**src/rtl/irqc_pkg.sv**
```systemverilog
package irqc_pkg;
  localparam int DW = 8;
  localparam int AW = 3;

  typedef enum logic [AW-1:0] {
    A_MAIN = 3'd0,
    A_PFLO = 3'd1,
    A_PFHI = 3'd2,
    A_PELO = 3'd3,
    A_PEHI = 3'd4,
    A_CFG  = 3'd5
  } reg_addr_e;

  // main register bit positions
  localparam int B_GE  = 7;
  localparam int B_PE  = 6;
  localparam int B_EN0 = 3;  // enables occupy B_EN0 .. B_EN0+2
  localparam int B_FL0 = 0;  // flags occupy B_FL0 .. B_FL0+2
  localparam int NCORE = 3;  // 0 port change, 1 pin, 2 timer
endpackage

```
**src/rtl/irqc_pin_edge.sv**
```systemverilog
module irqc_pin_edge (
  input  logic clk,
  input  logic rst,
  input  logic pin_i,
  input  logic fall_sel_i,
  output logic edge_o
);
  logic s1_q, s2_q, s3_q;

  always_ff @(posedge clk) begin
    if (rst) begin
      s1_q <= 1'b0;
      s2_q <= 1'b0;
      s3_q <= 1'b0;
    end else begin
      s1_q <= pin_i;
      s2_q <= s1_q;
      s3_q <= s2_q;
    end
  end

  always_comb begin
    if (fall_sel_i) edge_o = s3_q & ~s2_q;
    else            edge_o = s2_q & ~s3_q;
  end


  edge_single_chk: assert property (@(posedge clk) disable iff (rst)
    (edge_o && !fall_sel_i) |=> !(edge_o && !fall_sel_i));
endmodule

```
**src/rtl/irqc_port_chg.sv**
```systemverilog
module irqc_port_chg #(
  parameter int W = 4
) (
  input  logic         clk,
  input  logic         rst,
  input  logic [W-1:0] port_i,
  output logic         chg_o
);
  logic [W-1:0] sync_q, last_q;

  always_ff @(posedge clk) begin
    if (rst) begin
      sync_q <= '0;
      last_q <= '0;
    end else begin
      sync_q <= port_i;
      last_q <= sync_q;
    end
  end

  assign chg_o = (sync_q != last_q);


  chg_quiet_chk: assert property (@(posedge clk) disable iff (rst)
    (chg_o && $stable(port_i)) |=> !chg_o);
endmodule

```
**src/rtl/irqc_flag_bank.sv**
```systemverilog
module irqc_flag_bank #(
  parameter int N = 7
) (
  input  logic         clk,
  input  logic         rst,
  input  logic [N-1:0] evt_i,
  input  logic [N-1:0] wr_i,
  input  logic [N-1:0] wdata_i,
  output logic [N-1:0] flag_o
);
  for (genvar i = 0; i < N; i++) begin : g_flag
    always_ff @(posedge clk) begin
      if (rst) flag_o[i] <= 1'b0;
      else     flag_o[i] <= (wr_i[i] ? wdata_i[i] : flag_o[i]) | evt_i[i];
    end


    flag_set_chk: assert property (@(posedge clk) disable iff (rst)
      evt_i[i] |=> flag_o[i]);

    flag_race_chk: assert property (@(posedge clk) disable iff (rst)
      (wr_i[i] && !wdata_i[i] && evt_i[i]) |=> flag_o[i]);

    flag_hold_chk: assert property (@(posedge clk) disable iff (rst)
      (flag_o[i] && !wr_i[i]) |=> flag_o[i]);
  end
endmodule

```
**src/rtl/irqc_top.sv**
```systemverilog
module irqc_top
  import irqc_pkg::*;
#(
  parameter int              PORT_W = 4,
  parameter int              NPER   = 7,
  parameter int              PLO    = 4,
  parameter int              VEC_W  = 13,
  parameter logic [VEC_W-1:0] VEC   = 13'h0004
) (
  input  logic              clk,
  input  logic              rst,
  input  logic              ext_pin,
  input  logic [PORT_W-1:0] port_hi,
  input  logic              tmr_ovf,
  input  logic [NPER-1:0]   per_evt,
  input  logic              wr_en,
  input  logic [AW-1:0]     addr,
  input  logic [DW-1:0]     wr_data,
  output logic [DW-1:0]     rd_data,
  input  logic              irq_ack,
  input  logic              irq_ret,
  output logic              irq_req,
  output logic [VEC_W-1:0]  vec_addr,
  output logic              wake
);
  localparam int PHI = NPER - PLO;

  logic wr_main, wr_pflo, wr_pfhi, wr_pelo, wr_pehi, wr_cfg;
  assign wr_main = wr_en && (addr == A_MAIN);
  assign wr_pflo = wr_en && (addr == A_PFLO);
  assign wr_pfhi = wr_en && (addr == A_PFHI);
  assign wr_pelo = wr_en && (addr == A_PELO);
  assign wr_pehi = wr_en && (addr == A_PEHI);
  assign wr_cfg  = wr_en && (addr == A_CFG);

  logic ge_q, pe_q, fall_q;
  logic [NCORE-1:0] core_en_q, core_flag;
  logic [NPER-1:0]  per_en_q, per_flag;
  logic pin_evt, chg_evt;

  irqc_pin_edge u_pin (
    .clk(clk), .rst(rst), .pin_i(ext_pin), .fall_sel_i(fall_q), .edge_o(pin_evt)
  );

  irqc_port_chg #(.W(PORT_W)) u_chg (
    .clk(clk), .rst(rst), .port_i(port_hi), .chg_o(chg_evt)
  );

  irqc_flag_bank #(.N(NCORE)) u_core_flags (
    .clk(clk), .rst(rst),
    .evt_i({tmr_ovf, pin_evt, chg_evt}),
    .wr_i({NCORE{wr_main}}),
    .wdata_i(wr_data[B_FL0 +: NCORE]),
    .flag_o(core_flag)
  );

  logic [NPER-1:0] per_wr, per_wd, per_en_wr;
  for (genvar i = 0; i < NPER; i++) begin : g_per_route
    if (i < PLO) begin : g_lo
      assign per_wr[i]    = wr_pflo;
      assign per_en_wr[i] = wr_pelo;
      assign per_wd[i]    = wr_data[i];
    end else begin : g_hi
      assign per_wr[i]    = wr_pfhi;
      assign per_en_wr[i] = wr_pehi;
      assign per_wd[i]    = wr_data[i-PLO];
    end
  end

  irqc_flag_bank #(.N(NPER)) u_per_flags (
    .clk(clk), .rst(rst),
    .evt_i(per_evt), .wr_i(per_wr), .wdata_i(per_wd), .flag_o(per_flag)
  );

  always_ff @(posedge clk) begin
    if (rst) begin
      ge_q      <= 1'b0;
      pe_q      <= 1'b0;
      fall_q    <= 1'b0;
      core_en_q <= '0;
      per_en_q  <= '0;
    end else begin
      if (irq_ack)      ge_q <= 1'b0;
      else if (irq_ret) ge_q <= 1'b1;
      else if (wr_main) ge_q <= wr_data[B_GE];
      if (wr_main) begin
        pe_q      <= wr_data[B_PE];
        core_en_q <= wr_data[B_EN0 +: NCORE];
      end
      if (wr_cfg) fall_q <= wr_data[0];
      for (int i = 0; i < NPER; i++)
        if (per_en_wr[i]) per_en_q[i] <= per_wd[i];
    end
  end

  logic core_pend, per_pend, wake_c;
  assign core_pend = |(core_flag & core_en_q);
  assign per_pend  = |(per_flag & per_en_q);
  assign wake_c    = core_pend | (pe_q & per_pend);

  logic [DW-1:0] rd_c;
  always_comb begin
    rd_c = '0;
    case (addr)
      A_MAIN: begin
        rd_c[B_GE] = ge_q;
        rd_c[B_PE] = pe_q;
        rd_c[B_EN0 +: NCORE] = core_en_q;
        rd_c[B_FL0 +: NCORE] = core_flag;
      end
      A_PFLO: rd_c[PLO-1:0] = per_flag[PLO-1:0];
      A_PFHI: rd_c[PHI-1:0] = per_flag[NPER-1:PLO];
      A_PELO: rd_c[PLO-1:0] = per_en_q[PLO-1:0];
      A_PEHI: rd_c[PHI-1:0] = per_en_q[NPER-1:PLO];
      A_CFG:  rd_c[0] = fall_q;
      default: rd_c = '0;
    endcase
  end

  always_ff @(posedge clk) begin
    if (rst) begin
      irq_req <= 1'b0;
      wake    <= 1'b0;
      rd_data <= '0;
    end else begin
      irq_req <= ge_q & wake_c;
      wake    <= wake_c;
      rd_data <= rd_c;
    end
  end

  assign vec_addr = VEC;


  req_needs_ge_chk: assert property (@(posedge clk) disable iff (rst)
    irq_req |-> $past(ge_q));

  req_implies_wake_chk: assert property (@(posedge clk) disable iff (rst)
    irq_req |-> wake);

  ack_clears_ge_chk: assert property (@(posedge clk) disable iff (rst)
    irq_ack |=> !ge_q);

  ret_sets_ge_chk: assert property (@(posedge clk) disable iff (rst)
    (irq_ret && !irq_ack) |=> ge_q);

  ack_keeps_flags_chk: assert property (@(posedge clk) disable iff (rst)
    (irq_ack && !wr_en) |=> ($past(core_flag) & ~core_flag) == '0);
endmodule

```
**config.mk**
```make
export PLATFORM = sky130hd
export DESIGN_NAME = irqc_top
export DESIGN_NICKNAME = d
export VERILOG_FILES = /design/src/rtl/irqc_pkg.sv /design/src/rtl/irqc_pin_edge.sv /design/src/rtl/irqc_port_chg.sv /design/src/rtl/irqc_flag_bank.sv /design/src/rtl/irqc_top.sv
export SDC_FILE = /design/constraint.sdc
export NUM_CORES = 1
export LEC_CHECK = 0
export ABC_AREA = 1
export BUFFER_PORTS_ARGS = -buffer_cell sky130_fd_sc_hd__buf_2
export CORE_UTILIZATION = 47
export CTS_CLUSTER_DIAMETER = 150
export DETAILED_ROUTE_END_ITERATION = 10
export PLACE_DENSITY = 0.85
export SLEW_MARGIN = 20
export SYNTH_ARGS = -nofsm -noshare
export SYNTH_HDL_FRONTEND = slang
export SYNTH_SLANG_ARGS = --single-unit
export TNS_END_PERCENT = 1
```
**constraint.sdc**
```tcl
create_clock -name clk -period 0.8 [get_ports clk]
set_input_delay 0.04 -clock clk [delete_from_list [all_inputs] [get_ports clk]]
set_output_delay 0.04 -clock clk [all_outputs]
set_load 0.1 [all_outputs]
```
# Yosys cells after proc, flatten, opt, wreduce, memory -nomap -nowiden
# Index checks and enable logic that the tools add are counted.
classes:
  n_addsub: 0
  mul: 0
  div_mod_pow: 0
  magnitude_cmp: 0
  eq_ne: 6
  n_shift: 0
  muxes: 16
  bitwise: 20
  reduce_logical: 12
ops:
  columns: ["op", "n"]
  rows:
  - ["two-way mux 1 bit", 13]
  - ["OR 1 bit", 11]
  - ["case mux 2 bit (5 select lines)", 1]
  - ["bitwise AND 7 bit", 1]
  - ["OR reduction 7 bit", 1]
  - ["== test 3 x 2 -> 1 bit, second input constant", 2]
  - ["== test 3 bit, second input constant", 2]
  - ["logical AND 1 bit", 6]
  - ["case mux 1 bit (6 select lines)", 1]
  - ["bitwise AND 1 bit", 4]
  - ["!= test 4 bit", 1]
  - ["OR reduction 2 bit", 2]
  - ["bitwise AND 3 bit", 1]
  - ["== test 3 x 1 -> 1 bit, second input constant", 1]
  - ["zero test 3 bit", 1]
  - ["inverter 1 bit", 3]
  - ["case mux 1 bit (3 select lines)", 1]
  - ["OR reduction 3 bit", 1]
  - ["nonzero test 2 bit", 1]
word_totals:
  ff_bits: 44
  latchBits: 0
  mem_bits_rw: 0
  rom_bits: 0
  in_bits: 29
  word_cells: 79
  mem_count: 0

# Depth between registers and ports, before layout
logic_depth:
  word_depth: 5
  ltp_mapped: 9
  mapped_depth_nobuf: 9

# Hierarchy
# Synthesis repeated with hierarchy kept, for this count alone.
hier_totals:
  cells_unflattened: 305
  area_unflattened_um2: 2047.0
modules_own_cells:
  columns: ["module", "instances", "cells_each", "area_each_um2", "seq_area_each_um2"]
  rows:
  - ["irqc_top", 1, 165, 1166.1, 460.4]
  - ["irqc_flag_bank (u_per_flags)", 1, 57, 335.3, 140.1]
  - ["irqc_port_chg", 1, 44, 296.5, 160.2]
  - ["irqc_flag_bank (u_core_flags)", 1, 25, 145.1, 60.1]
  - ["irqc_pin_edge", 1, 14, 103.8, 60.1]

# Worst setup path before layout
# No wires, ideal clock.
synth_path:
  kind: "flip-flop to output port"
  startpoint: "register irq_req"
  endpoint: "output irq_req"
  arrival_time_ns: 0.909
  setup_slack_ns: -0.149
  stages_incl_launch_ff: 1
  n_path_buf: 0
  path_cell_list: "dfxtp_1"
synth_lines:
  columns: ["item", "line", "text"]
  rows:
  - ["from (decl)", "irqc_top.sv:22", "output logic irq_req,"]
  - ["from (signal assigned)", "irqc_top.sv:126", "irq_req <= ge_q & wake_c;"]
# No word-level cell between the ends.

# Final worst setup path
layout_path:
  startpoint: "register u_per_flags.flag_o[4]"
  endpoint: "register irq_req"
layout_via:
  elab_chain_cells: 5
layout_lines:
  columns: ["item", "line", "text"]
  rows:
  - ["from (decl)", "irqc_flag_bank.sv:9", "output logic [N-1:0] flag_o"]
  - ["from (signal, indexed assignment)", "irqc_flag_bank.sv:14", "else flag_o[i] <= (wr_i[i] ? wdata_i[i] : flag_o[i]) | evt_i[i];"]
  - ["bitwise AND 7 bit", "irqc_top.sv:98", "assign per_pend = |(per_flag & per_en_q);"]
  - ["OR reduction 7 bit", "irqc_top.sv:98", null]
  - ["bitwise AND 1 bit", "irqc_top.sv:99", "assign wake_c = core_pend | (pe_q & per_pend);"]
  - ["OR 1 bit", "irqc_top.sv:99", null]
  - ["bitwise AND 1 bit", "irqc_top.sv:126", null]
# Every way passes these cells.
# A chain may end at the register's enable or synchronous reset.

==> metrics <==
CP peak stage delay=0.33 ns; Core Footprint=0.00400 mm²; Top Metal Used=met4; Die ar.=0.00444 mm²; DP HPWL=3.33 mm; DR iter-0 viols=142; Yosys top cell area share=44.8%; via-per-instance ratio=4.81; Fin Setup TNS=-1.36 ns; Layout Cells excl Fill=398; met1 WL=1.85 mm; Netlist cell types=24; DR DRC count=0; initial antenna violation count=0; Top cell by count, worst path=nand2_1; GRT Total Usage=24.2%; most common library cells after synthesis=81 x nand2_1, 44 x dfxtp_1, 33 x nor2_1; Non-Filler Cell Area, Final=0.00275 mm²; RSZ-0062 raised after global routing=true; setup violators final=17; FF+latch count, synth=44; Peak VDD IR=972 µV; n_diodes=0; Die H=66.7 µm; switch share=29.2%; clock buffer depth=2; Final Max Tran Viols=0; hold crit path type=primary input to flop; failing checks=setup timing; Worst Setup Start Kind=flop; post-synth top area cell=dfxtp_1; minimum clock period after layout=0.937 ns; ys async rst share=0%; Setup Skew=0.00604 ns; CP arrival=1.14 ns; vias after detailed routing=1,913; WP depth=8; largest net degree at the start of global routing=25; Die W=66.7 µm; GRT overflow=0; sequential share of the synthesized area=44.8%; IO buf count=38; Mapped Area=0.00197 mm²; clk_lat worst skew=0.31 ns; syn avg cell area=7.23 µm²; number of synthesis warnings=0; Reg2Reg Depth=8; number of enable flip-flop cells after synthesis=0; met3 WL post-DR=379 µm; Post-CTS Setup Bufs=0; WL final=4.83 mm; cell internal pwr=3620 µW; WP buf/inv=0; Post-Synthesis Cells=272; Combinational Power Share=18.5%; Ports=52; layout cells sized above 1=32.5%; status=finished, violations left; hold depth=4; Placer Congestion=0.926; WP data required=1.00 ns; Syn-to-layout area delta=40.1%; DP Area=0.00248 mm²; Leakage=0.00136 µW; WL met2=2.41 mm; Final nets=376; Clk pwr share=35.4%; clock slew at reported path FFs=0.08 ns; Top delay family on crit path=simple AND/OR/NAND/NOR gates; post-route ant nets=0; Starting Density=49.1%; CP endpoint kind=flop; top cells by area, synth=dfxtp_1 45%, nand2_1 15%, nor2_1 6.3%, inv_1 5.7%, buf_4 5.0%; TritonCTS Sinks=44; vias in the first global route=1,819; f_max=1.07 GHz; max_cap viols=0; CP max-delay cell=dfxtp_2; DR WL/cell=12.1 µm; TritonRoute pass-1 iters=5; Final period util=117%; Site Rows=23; Inst Count DP=378; CP Class=flop to flop; CTS tree=yes; first-pass GRT wire length=7.78 mm; top_reg_cell synth=dfxtp_1; crit-path cells=nand2_1, nand2_1, nor2_1, nand2_1, nand2_1, nand2_1, nand2_1, nor2_1; CTS Buf Count=5; H-tree depth=2; Final Hold Vio Count=0; Net Sw Power=1490 µW; largest fanout on the critical path=2; Root Driver=clkbuf_8; sequential power share=46.0%; Design Power=5110 µW; min setup slack post-route=-0.137 ns; most frequent cell after synthesis=nand2_1; Pwr Density=1860 mW/mm²
==> layer usage <==
| layer | vias up | GRT usage, % |
|---|---|---|
| li1 | 949 | - |
| met1 | 856 | 25.6 |
| met2 | 85 | 41.7 |
| met3 | 23 | 7.19 |
| met4 | 0 | 14.9 |
| met5 | - | 0 |
==> state kept, by name (all words and copies together), names as in the netlist, 3 cells and up <==
| name | count |
|---|---|
| core_en_q | 3 |
| u_core_flags.flag_o | 3 |
| u_chg.last_q | 4 |
| u_per_flags.flag_o | 7 |
| per_en_q | 7 |
| rd_data | 8 |
| u_chg.sync_q | 4 |
==> power groups by stage <==
stage	Combinational [µW]	Clock, µW	Sequential [µW]
6_report	947	1810	2350
5_1_grt	1010	1920	2360
4_1_cts	938	1810	2350
3_5_place_dp	883	0	2390
3_3_place_gp	866	0	2390
2_1_floorplan	576	0	2450
==> repair_timing <==
action | in CTS | in global routing
resized for setup | 17 | 7
setup endpoints to repair | 20 | 24
hold buffers | 12 | 0
pin swaps | 7 | 3
hold endpoints to repair | 11 | 0
==> metrics by stage <==
| stage | setup WS, ns | util (%) | hold WS, ns |
|---|---|---|---|
| after floorplan | -0.149 | - | 0.147 |
| after global placement | -0.165 | 61.9 | 0.241 |
| after detailed placement | -0.218 | 61.9 | 0.247 |
| after CTS | -0.138 | 68.5 | 0.000233 |
| after global routing | -0.219 | 68.8 | 0.0139 |
| final | -0.137 | 68.8 | 0.000989 |
==> worst paths after layout <==
| check | start | end | slack [ns] |
|---|---|---|---|
| setup / recovery | u_per_flags.flag_o[4]$_SDFF_PP0_ | irq_req$_SDFF_PP0_ | -0.14 |
| hold / removal | per_evt[3] | u_per_flags.flag_o[3]$_SDFF_PP0_ | 0.001 |
| setup reg to reg | u_per_flags.flag_o[4]$_SDFF_PP0_ | irq_req$_SDFF_PP0_ | -0.14 |
| hold reg to reg | u_pin.s1_q$_SDFF_PP0_ | u_pin.s2_q$_SDFF_PP0_ | 0.40 |
==> placed cells by master (no fill, tap or decap) <==
cell type,netlist,routed
conb_1,2,13
nand2_1,81,81
buf_2,1,28
nor3_2,1,1
nand3_1,11,11
clkbuf_8,0,6
dfxtp_2,0,20
dlygate4sd3_1,0,12
nor2_4,2,2
nand3b_1,5,5
o21ai_0,4,3
buf_4,13,26
o21ai_1,3,4
nor3_4,2,2
a31oi_1,1,1
inv_2,3,4
nand2_4,1,1
nand2_2,5,5
a21oi_1,18,15
dfxtp_1,44,24
inv_4,2,2
buf_12,0,10
xor2_1,4,4
nand3_4,1,1
inv_1,30,29
clkinv_4,0,1
a21oi_2,0,3
bufinv_16,0,1
nor2_1,33,33
==> cell families after synthesis <==
group,after synthesis,share of synthesized area [%]
flops,44,44.8
simple gates,142,32.8
buf+inv,54,13.5
compound gates,26,6.68
xor+xnor,4,1.78
other cells,2,0.382
==> worst register-to-register path, stage by stage (launching register included) <==
cell and delay (ns):
dfxtp_2 0.33, nand2_1 0.06, nand2_1 0.07, nor2_1 0.09, nand2_1 0.06, nand2_1 0.05, nand2_1 0.05, nand2_1 0.08
nor2_1 0.05
==> layout make-up <==
type | count | area, µm²
multi-input combinational | 185 | 872
clock inverter | 2 | 38.8
tap | 50 | 62.6
inverter | 35 | 136
timing repair buffer | 76 | 656
fill | 319 | 1250
clock buffer | 6 | 82.6
sequential | 44 | 906
Note: power is estimated with default switching activity, not from simulation.
